[src/rtl/gcd_pkg.sv]
package gcd_pkg;

    localparam int DATA_W = 8;
    localparam int STATE_W = 4;

    typedef enum logic [STATE_W-1:0] {
        ST_BOOT     = 4'd0,
        ST_IDLE     = 4'd1,
        ST_IDLE_RET = 4'd2,
        ST_GET_A    = 4'd3,
        ST_GET_B    = 4'd4,
        ST_CHECK    = 4'd5,
        ST_ORDER    = 4'd6,
        ST_SUB_B    = 4'd7,
        ST_SUB_A    = 4'd8,
        ST_MERGE    = 4'd9,
        ST_LOOP_RET = 4'd10,
        ST_EMIT     = 4'd11,
        ST_EMIT_RET = 4'd12
    } state_e;

    typedef struct packed {
        logic a_ld;
        logic a_from_sub;
        logic b_ld;
        logic b_from_sub;
        logic res_ld;
    } ctl_t;

    typedef struct packed {
        logic differ;
        logic a_below_b;
    } flags_t;

    function automatic ctl_t decode_ctl(state_e s);
        ctl_t c;
        c = '0;
        unique case (s)
            ST_GET_A: c.a_ld = 1'b1;
            ST_GET_B: c.b_ld = 1'b1;
            ST_SUB_B: begin c.b_ld = 1'b1; c.b_from_sub = 1'b1; end
            ST_SUB_A: begin c.a_ld = 1'b1; c.a_from_sub = 1'b1; end
            ST_EMIT:  c.res_ld = 1'b1;
            default:  c = '0;
        endcase
        return c;
    endfunction

endpackage

[src/rtl/gcd_ctrl.sv]
module gcd_ctrl
    import gcd_pkg::*;
(
    input  logic   clk,
    input  logic   rst,
    input  logic   start,
    input  flags_t flags,
    output ctl_t   ctl
);

    state_e state_q, state_d;

    always_comb begin
        state_d = state_q;
        unique case (state_q)
            ST_BOOT:     state_d = ST_IDLE;
            ST_IDLE:     state_d = start ? ST_GET_A : ST_IDLE_RET;
            ST_IDLE_RET: state_d = ST_IDLE;
            ST_GET_A:    state_d = ST_GET_B;
            ST_GET_B:    state_d = ST_CHECK;
            ST_CHECK:    state_d = flags.differ ? ST_ORDER : ST_EMIT;
            ST_ORDER:    state_d = flags.a_below_b ? ST_SUB_B : ST_SUB_A;
            ST_SUB_B:    state_d = ST_MERGE;
            ST_SUB_A:    state_d = ST_MERGE;
            ST_MERGE:    state_d = ST_LOOP_RET;
            ST_LOOP_RET: state_d = ST_CHECK;
            ST_EMIT:     state_d = ST_EMIT_RET;
            ST_EMIT_RET: state_d = ST_BOOT;
            default:     state_d = ST_BOOT;
        endcase
    end

    always_ff @(posedge clk) begin
        if (rst) state_q <= ST_BOOT;
        else     state_q <= state_d;
    end

    assign ctl = decode_ctl(state_q);

    AST_IDLE_NO_LOAD: assert property (@(posedge clk) disable iff (rst)
        (state_q == ST_IDLE && !start) |=> !ctl.a_ld && !ctl.b_ld);

    AST_LOAD_ORDER: assert property (@(posedge clk) disable iff (rst)
        (ctl.a_ld && !ctl.a_from_sub) |=> (ctl.b_ld && !ctl.b_from_sub));

    AST_SINGLE_WRITE: assert property (@(posedge clk) disable iff (rst)
        $onehot0({ctl.a_ld, ctl.b_ld, ctl.res_ld}));

endmodule

[src/rtl/gcd_datapath.sv]
module gcd_datapath
    import gcd_pkg::*;
#(
    parameter int W = DATA_W
) (
    input  logic         clk,
    input  logic         rst,
    input  ctl_t         ctl,
    input  logic [W-1:0] opnd_a,
    input  logic [W-1:0] opnd_b,
    output flags_t       flags,
    output logic [W-1:0] result,
    output logic         done
);

    logic [W-1:0] a_q, b_q, res_q;
    logic         done_q;
    logic [W-1:0] a_diff, b_diff, a_in, b_in, a_d, b_d;

    // subtractors, one per working register
    assign a_diff = a_q - b_q;
    assign b_diff = b_q - a_q;

    // zero substitution: a zero operand takes the other one, loop exits at once
    assign a_in = (opnd_a == '0) ? opnd_b : opnd_a;
    assign b_in = (opnd_b == '0) ? opnd_a : opnd_b;

    assign a_d = ctl.a_from_sub ? a_diff : a_in;
    assign b_d = ctl.b_from_sub ? b_diff : b_in;

    // comparators
    assign flags.differ    = (a_q != b_q);
    assign flags.a_below_b = (a_q < b_q);

    always_ff @(posedge clk) begin
        if (rst) begin
            a_q    <= '0;
            b_q    <= '0;
            res_q  <= '0;
            done_q <= 1'b0;
        end else begin
            if (ctl.a_ld)   a_q   <= a_d;
            if (ctl.b_ld)   b_q   <= b_d;
            if (ctl.res_ld) res_q <= a_q;
            done_q <= ctl.res_ld;
        end
    end

    assign result = res_q;
    assign done   = done_q;

    AST_A_NO_WRAP: assert property (@(posedge clk) disable iff (rst)
        (ctl.a_ld && ctl.a_from_sub) |-> (a_q > b_q));

    AST_B_NO_WRAP: assert property (@(posedge clk) disable iff (rst)
        (ctl.b_ld && ctl.b_from_sub) |-> (b_q > a_q));

    AST_EMIT_EQUAL: assert property (@(posedge clk) disable iff (rst)
        ctl.res_ld |-> (a_q == b_q));

    AST_DONE_PULSE: assert property (@(posedge clk) disable iff (rst)
        done_q |=> !done_q);

    AST_RESULT_HOLD: assert property (@(posedge clk) disable iff (rst)
        !ctl.res_ld |=> $stable(res_q));

endmodule

[src/rtl/gcd_engine.sv]
module gcd_engine
    import gcd_pkg::*;
#(
    parameter int W = DATA_W
) (
    input  logic         clk,
    input  logic         rst,
    input  logic         start,
    input  logic [W-1:0] opnd_a,
    input  logic [W-1:0] opnd_b,
    output logic [W-1:0] gcd_out,
    output logic         done
);

    ctl_t   ctl;
    flags_t flags;

    gcd_ctrl u_ctrl (
        .clk   (clk),
        .rst   (rst),
        .start (start),
        .flags (flags),
        .ctl   (ctl)
    );

    gcd_datapath #(.W(W)) u_dp (
        .clk    (clk),
        .rst    (rst),
        .ctl    (ctl),
        .opnd_a (opnd_a),
        .opnd_b (opnd_b),
        .flags  (flags),
        .result (gcd_out),
        .done   (done)
    );

    AST_RESET_CLEARS: assert property (@(posedge clk)
        rst |=> (gcd_out == '0 && !done));

endmodule

[config.mk]
export PLATFORM = sky130hd
export DESIGN_NAME = gcd_engine
export DESIGN_NICKNAME = d
export VERILOG_FILES = /design/src/rtl/gcd_pkg.sv /design/src/rtl/gcd_ctrl.sv /design/src/rtl/gcd_datapath.sv /design/src/rtl/gcd_engine.sv
export SDC_FILE = /design/constraint.sdc
export NUM_CORES = 1
export LEC_CHECK = 0
export BUFFER_PORTS_ARGS = -buffer_cell sky130_fd_sc_hd__buf_2
export CORE_MARGIN = 3
export CORE_UTILIZATION = 61
export DETAILED_ROUTE_END_ITERATION = 8
export PLACE_DENSITY_LB_ADDON = 0.15
export SLEW_MARGIN = 20
export SYNTH_ARGS = -nofsm -noshare
export SYNTH_HDL_FRONTEND = slang
export SYNTH_HIERARCHICAL = 1
export SYNTH_SLANG_ARGS = --single-unit
export TNS_END_PERCENT = 20
[constraint.sdc]
create_clock -name clk -period 6.4 [get_ports clk]
set_input_delay 1.6 -clock clk [delete_from_list [all_inputs] [get_ports clk]]
set_output_delay 1.6 -clock clk [all_outputs]
set_load 0.01 [all_outputs]
# Word-level counts from Yosys, hierarchy flattened
# Cells that the tools add are included.
[op_classes] muxes=13 n_eq_ne=12 reduce_logical=8 magnitude_cmp=1 n_addsub=2
[op_table] cell="4-bit one-hot mux with 9 select lines" n=1
[op_table] cell="8-bit two-way mux" n=4
[op_table] cell="4-bit by 3-bit equality test with 1-bit output (second input constant)" n=4
[op_table] cell="4-bit equality test (second input constant)" n=4
[op_table] cell="8-bit logical NOT" n=2
[op_table] cell="8-bit subtractor" n=2
[op_table] cell="2-bit OR reduction" n=5
[op_table] cell="4-bit by 2-bit equality test with 1-bit output (second input constant)" n=2
[op_table] cell="8-bit less-than comparator" n=1
[op_table] cell="4-bit two-way mux" n=2
[op_table] cell="8-bit inequality test" n=1
[op_table] cell="1-bit two-way mux" n=6
[op_table] cell="4-bit by 1-bit equality test with 1-bit output (second input constant)" n=1
[op_table] cell="4-bit logical NOT" n=1
[word_totals] elab_cells=41 regBits=29 output_inout_bits=9

# Depth between registers and ports, before layout
# Gate-level depths: netlist (run 1).
[logic_depth] depth_word=3 ltp_mapped=11 depth_no_buf=11

# Modules after synthesis
# Netlist (run 1), hierarchy kept.
[by_module_without_submodules] mod="gcd_datapath" area_per_inst_um2=1889.3 n_inst=1 cells_per_inst=237 seq_area_each_um2=500.5
[by_module_without_submodules] mod="gcd_ctrl" area_per_inst_um2=291.5 n_inst=1 cells_per_inst=37 seq_area_each_um2=80.1

# Least setup slack after synthesis (run 1)
# OpenSTA, ideal clock, no wires.
[synth_timing] kind="input -> register" start="in opnd_a[2]" end="reg u_dp.a_q[3]" n_path_buf=0 cell_stages=5 t_arrival_ns=2.838 path_slack_ns=3.488 path_cell_list="or4_4 -> nor2_8 -> a211oi_1 -> or3_1 -> a31oi_1"
[synth_between] elab_chain_len=3
[synth_rtl] element="start, declared" line="gcd_engine.sv:9" rtl="input logic [W-1:0] opnd_a,"
[synth_rtl] element="8-bit logical NOT" line="gcd_datapath.sv:25" rtl="assign a_in = (opnd_a == '0) ? opnd_b : opnd_a;"
[synth_rtl] element="8-bit two-way mux" line="gcd_datapath.sv:25"
[synth_rtl] element="8-bit two-way mux" line="gcd_datapath.sv:28" rtl="assign a_d = ctl.a_from_sub ? a_diff : a_in;"
[synth_rtl] element="end signal, assigned" line="gcd_datapath.sv:37" rtl="a_q <= '0;"
[synth_rtl] element="end signal, assigned" line="gcd_datapath.sv:42" rtl="if (ctl.a_ld) a_q <= a_d;"
[synth_rtl] element="end, declared" line="gcd_datapath.sv:16" rtl="logic [W-1:0] a_q, b_q, res_q;"
# No other way between the ends.
# A chain may end at the register's enable or synchronous reset.

# Worst setup path in the final report (run 1)
# Same ends and word-level chain as after synthesis.

==> results of run 1 <==
[tightest hold or removal path: stages, from the launching register on]
cell,delay (ns)
dfxtp_1,0.34
mux2i_1,0.06
nor2_1,0.07
[cell families after synthesis]
kind of cell	Yosys count	share of synthesized area
simple gates	103	0.2582
compound gates	78	0.2507
flops	29	0.2662
buf+inv	34	0.06253
fa+ha+maj	17	0.1044
xor+xnor	3	0.01205
mux	10	0.04590
[through the flow]
| stage | util | std cells |
|---|---|---|
| floorplan | - | 274 |
| global placement | 0.6822 | 332 |
| detailed placement | 0.6822 | 332 |
| CTS | 0.7014 | 340 |
| global route | 0.7014 | 340 |
| finish | 0.7014 | 340 |
[layout make-up]
cell class              instances  share of cell area
multi-input cells             211              0.6158
flip-flops and latches         29              0.2442
clock buffers                   6             0.02158
well taps                      46             0.02421
repair buffers                 28             0.06000
inverters                      18             0.02842
clock inverters                 2            0.005789
[flip-flops by register name, summed over array words and instances, names as in the netlist]
register	cells
u_dp/a_q	8
u_ctrl/state_q	4
u_dp/done	1
u_dp/b_q	8
u_dp/result	8
[report_power, final]
part / total [mW] / internal, mW / switching, mW
registers: 0.208 / 0.192 / 0.0166
clock network: 0.123 / 0.0535 / 0.0692
logic: 0.204 / 0.0883 / 0.116
[worst max-delay path by stage]
stage | endpoint | from | cells after the start
floorplan | u_dp/a_q[3] | opnd_a[2] | 5
global placement | u_dp/a_q[3] | opnd_a[2] | 6
detailed placement | u_dp/a_q[3] | opnd_a[2] | 6
CTS | u_dp/a_q[3] | opnd_a[2] | 6
global route | u_ctrl/state_q[0] | u_dp/a_q[0] | 11
finish | u_dp/a_q[3] | opnd_a[2] | 6
[cells in the mapped netlist (3+ instances only)]
cell,instances,area (um^2)
nor2_1,31,116.4
dfxtp_1,29,580.6
inv_1,18,67.56
a21oi_1,17,85.08
nand2_1,17,63.81
ha_1,15,187.7
clkbuf_1,14,52.55
nand2b_1,11,68.82
a211oi_1,10,75.07
mux2i_1,10,100.1
o21ai_0,10,50.05
nor2b_1,9,56.30
nand3_1,5,25.02
o31ai_1,5,37.54
a21o_1,4,30.03
a31oi_1,4,25.02
and3_1,4,25.02
nor4_1,4,25.02
a211o_2,3,30.03
a22o_1,3,26.28
nand4_1,3,18.77
nor3_1,3,15.01
o21a_1,3,22.52
xnor2_1,3,26.28
[layer usage]
layer,global-route usage,up-vias
met4,0.09326,0
met1,0.3344,959
met3,0.04422,13
met2,0.4406,52
li1,-,1026
met5,0,-
[placed cells by master (no fill, tap or decap), drive strengths merged, types with 2 or more instances in the layout]
cell	Yosys	final
nor2	32	32
dfxtp	29	29
buf	2	28
inv	18	18
a21oi	18	18
nand2	17	17
ha	15	15
nand2b	12	12
mux2i	10	10
o21ai	10	10
a211oi	10	10
nor2b	9	9
clkbuf	14	6
nand3	5	5
o31ai	5	5
a21o	4	4
a31oi	4	4
nor4	4	4
and3	4	4
a211o	4	4
a22o	3	3
o21a	3	3
nand4	3	3
xnor2	3	3
nor3	3	3
or4	3	3
or2	2	2
o211ai	2	2
a32o	2	2
or3	2	2
o211a	2	2
o22ai	2	2
fa	2	2
clkinv	0	2
==> impl_metrics.ini, run 1 <==
[run_status]
status = complete, no violations

[place]
dp_hpwl_mm = 3.998
pre_cts_slack_ns = 3.292
place_area_mm2 = 0.002312
gp_congestion = 0.8662
numPortBuffers = 27

[worst_setup_path]
cpMaxStageDelayCell = or4_4
cpPeakStageDelay_ns = 0.57
ff2ff_setup_slack_ns = 3.76
start_kind = primary input
worstReg2RegEnd = u_ctrl/state_q[0]
path_max_fanout = 8
path_buf_inv = 1
cp_top_family = simple AND/OR/NAND/NOR gates
cp-end-kind = flip-flop
r2r-start = u_dp/a_q[0]
critical_path_arrival_ns = 3.03
cp.required_ns = 6.66
worst_r2r_path_depth = 11
crit_type = in2reg
path_cells = buf_2, or4_4, nor2_8, a211oi_1, or3_1, a31oi_1

[clock_network]
post-cts-setup-buffers = 0
cts_buffers = 5
cts_buffer_depth = 2
cts.clk_slew.worst_paths_ns = 0.10
htreeDepth = 2
holdBufCountCts = 0
worstSkewPairLatency_ns = 0.33
cts_resized = 0
cts_tree = built
clock-sinks = 29
clock_tree.root_cell = clkbuf_4

[cells_and_area]
fillerInstances = 296
drive_gt1_frac = 0.1667
n_antenna_cell = 0
syn_to_final_growth_pct = 9.007
seq_area_um2 = 580.6
final_area_mm2 = 0.002377
fin_nets = 329
multi_input_area_mm2 = 0.001464

[global_routing]
grt_overflow = 0
antenna_found_initial = 0
grt_usage = 0.2620
grt_max_degree = 31
grt_pass1_vias = 1898
grt_first_pass_wirelength_mm = 8.749

[detailed_routing]
first_iter_violations = 164
route.met2.wl_mm = 2.599
routed_wl_mm = 5.372
wire_per_inst_um = 15.80
maxUsedRoutingLayer = met4
dr_wl_met3_um = 262
drc = 0
viasPerCell = 6.029
first_pass_iters = 4
routedLengthMet1_mm = 2.425
vias = 2050
postRouteAntennaNets = 0

[synthesis]
synthCells = 274
ys_ff_latch = 29
synth_area_mm2 = 0.002181
avgSynthCellArea_um2 = 7.959
synth-edff-count = 0
async_flop_share = 0
yosysWarnings = 6
ys_types = 55
ys_seq_area_frac = 0.2662
synthFlopType = dfxtp_1
synth_nets = 310

[timing]
tns_ns = 0
fin_skew_ns = 0.007606
period_share = 0.4328
slew_headroom = 0.2561
slew_violations = 0
grt_setup_unrepaired = false
fmax_ghz = 0.3610
hold_violations = 0
setup_viol = 0
tightest_slew_ns = 1.112
setup_slack_ns = 3.630
fin_crit_ns = 2.770
finalHoldWorstSlack_ns = 0.5010

[flow_run]
maxCapViolations = 0

[die]
start_util = 0.6434
rows = 21
io_pins = 28
chipWidth_um = 65.79
die-area_mm2 = 0.004328
core_mm2 = 0.003390
die_h_um = 65.79

[pwr]
p_leak_nw = 0.9715
p_per_area_mw_per_mm2 = 225.1
vdd_drop_max_mv = 0.1060
finalPower_mw = 0.5350

[worst_hold_path]
hp-start = u_dp/result[4]
hold_depth = 2
hold_end = u_dp/result[4]
min_path_type = reg2reg
(Power assumes the default switching activity.)
==> run 2: changes to the inputs <==
- ABC_AREA: unset -> 1
- CORE_UTILIZATION: 61 -> 58
- clock period: 6.4 -> 2.71 ns (I/O delays scaled with it)
==> impl_metrics.ini, run 2 <==
[worst_setup_path]
cp.required_ns = 2.93
cpMostUsedCell = nor2_1
crit_type = reg2reg
path_cells = inv_1, ha_1, nand2_2, o21ai_2, a221oi_1, nand3_1, nand3_2, nor2_1, nor2_1
worstReg2RegEnd = u_ctrl/state_q[2]
path_max_fanout = 10
cpPeakStageDelay_ns = 0.46
start_kind = flip-flop
ff2ff_setup_slack_ns = 0.68
r2r-start = u_dp/a_q[2]
cp-end-kind = flip-flop
cpMaxStageDelayCell = ha_1
worst_r2r_path_depth = 9
critical_path_arrival_ns = 2.25

[place]
gp_congestion = 0.8931
numPortBuffers = 27
dp_hpwl_mm = 4.260
placed_cells = 410

[worst_hold_path]
hold_depth = 2
hold_end = u_dp/a_q[5]
min_path_type = reg2reg
hp-start = u_dp/a_q[5]

[clock_network]
post-cts-setup-buffers = 0
cts_buffers = 5
holdBufCountCts = 0
cts.clk_slew.worst_paths_ns = 0.07
worstSkewPairLatency_ns = 0.29
cts_tree = built
clock_tree.root_cell = clkbuf_8
cts_resized = 0
cts_buffer_depth = 2
htreeDepth = 2
clock-sinks = 29

[synthesis]
synth-xor-area-share = 0.01206
yosysTopAreaCellShare = 0.2664
avgSynthCellArea_um2 = 6.354
yosysWarnings = 6
synthTopCellsByCount = nand2_1, inv_1, a21oi_1
synth_area_leaders = dfxtp_1, nand2_1, ha_1
ys_types = 30
synth_compound_area_frac = 0.1808
synth-edff-count = 0
ys_seq_area_frac = 0.2664
synth_nets = 379
synthFlopType = dfxtp_1
async_flop_share = 0
yosys.area_share.simple = 0.3249
ys_ff_latch = 29
yosysMostFrequentCell = nand2_1
synth_area_mm2 = 0.002180
synthCells = 343
synth_top_family_by_area = simple AND/OR/NAND/NOR gates
synth_mux_area_frac = 0
synth_area_leader_cell = dfxtp_1
synth_fa_ha_area_frac = 0.1045

[die]
die-area_mm2 = 0.004529
die_h_um = 67.30
io_pins = 28
start_util = 0.6284
core_mm2 = 0.003468
chipWidth_um = 67.30
rows = 21

[detailed_routing]
first_iter_violations = 166
drc = 0
vias = 2317
routed_wl_mm = 5.830
first_pass_iters = 5
viasPerCell = 5.543
wire_per_inst_um = 13.95
postRouteAntennaNets = 0

[pwr]
p_sw_mw = 0.4508
switching_share = 0.3569
combPwrFrac = 0.311
p_clk_frac = 0.320
p_leak_nw = 1.138
p_int_mw = 0.8122
p_per_area_mw_per_mm2 = 516.6
seq_power_share = 0.369
vdd_drop_max_mv = 0.3615

[cells_and_area]
fin_nets = 407
final_cell_mix = nand2_1, inv_1, a21oi_1, nor2_1, dfxtp_1
n_antenna_cell = 0
drive_gt1_frac = 0.1640
stdcell_count = 418
mostFrequentLayoutCell = nand2_1
syn_to_final_growth_pct = 12.17

[timing]
fin_crit_ns = 2.028
tns_ns = 0
fmax_ghz = 0.4930
tightest_slew_ns = 0.4528
fin_skew_ns = 0.007218
slew_violations = 0
setup_viol = 0
hold_violations = 0
grt_setup_unrepaired = false
slew_headroom = 0.6970
period_share = 0.7485

[global_routing]
grt_pass1_vias = 2086
antenna_found_initial = 0
grt_first_pass_wirelength_mm = 9.742
grt_usage = 0.2871
grt_max_degree = 18
grt_overflow = 0

[run_status]
status = complete, no violations

[flow_run]
maxCapViolations = 0
==> run 2: through the flow <==
step / total power, mW / worst slack [ns] / instance area (um^2) / hold slack [ns] / util
2_1_floorplan: 0.7629 / 0.9518 / 2180 / 0.4570 / -
3_3_place_gp: 0.8423 / 0.7903 / 2344 / 0.4805 / 0.6757
3_5_place_dp: 0.8493 / 0.7249 / 2344 / 0.4881 / 0.6757
4_1_cts: 1.258 / 0.7179 / 2445 / 0.5013 / 0.7049
5_1_grt: 1.340 / 0.4886 / 2445 / 0.5247 / 0.7049
6_report: 1.263 / 0.6816 / 2445 / 0.4987 / 0.7049
==> run 2: logic make-up after synthesis <==
| family | count (synthesis) |
|---|---|
| AND/OR/NAND/NOR | 161 |
| AO/OA/AOI/OAI | 72 |
| adder cells (fa/ha/maj) | 17 |
| XOR/XNOR | 3 |
| buffers and inverters | 61 |
| flip-flops | 29 |
==> run 2: critical path: cells and delay by family, from the launching register on <==
family | cells | cell delay [ns]
and+or+nand+nor | 5 | 0.54
AOI/OAI and AO/OA | 2 | 0.47
adders and majority gates | 1 | 0.46
DFF | 1 | 0.39
buffers and inverters | 1 | 0.10
==> run 2: power by group through the flow <==
stage	sequential (mW)	combinational (mW)	clock (mW)
final	0.466	0.393	0.404
after global placement	0.473	0.369	0
after detailed placement	0.474	0.375	0
after floorplan	0.470	0.293	0
after CTS	0.465	0.385	0.408
after global routing	0.469	0.444	0.427
==> run 2: area by class of cell <==
type	count	area, um^2
Multi-Input combinational cell	253	1356
Fill cell	323	1023
Sequential cell	29	580.6
Inverter	53	198.9
Timing Repair Buffer	29	150.1
Clock buffer	7	96.34
Tap cell	46	57.56
Clock inverter	1	5.005
==> run 2: routing by layer <==
layer	global-route usage	part of all wire	up-vias
met5	0	0	-
met4	0.1013	0.017	0
met3	0.05657	0.085	9
met2	0.4528	0.43	105
met1	0.3892	0.46	1047
li1	-	-	1156
==> run 2: how the worst max path moves through the flow <==
stage	from	cells past startpoint	endpoint	slack [ns]
after CTS	u_dp/a_q[5]	9	u_ctrl/state_q[2]	0.72
final	u_dp/a_q[2]	9	u_ctrl/state_q[2]	0.68
after detailed placement	u_dp/a_q[5]	9	u_ctrl/state_q[2]	0.72
after global routing	u_dp/a_q[5]	9	u_ctrl/state_q[0]	0.49
after global placement	u_dp/a_q[5]	9	u_ctrl/state_q[2]	0.79
after floorplan	u_dp/a_q[0]	9	u_ctrl/state_q[0]	0.95
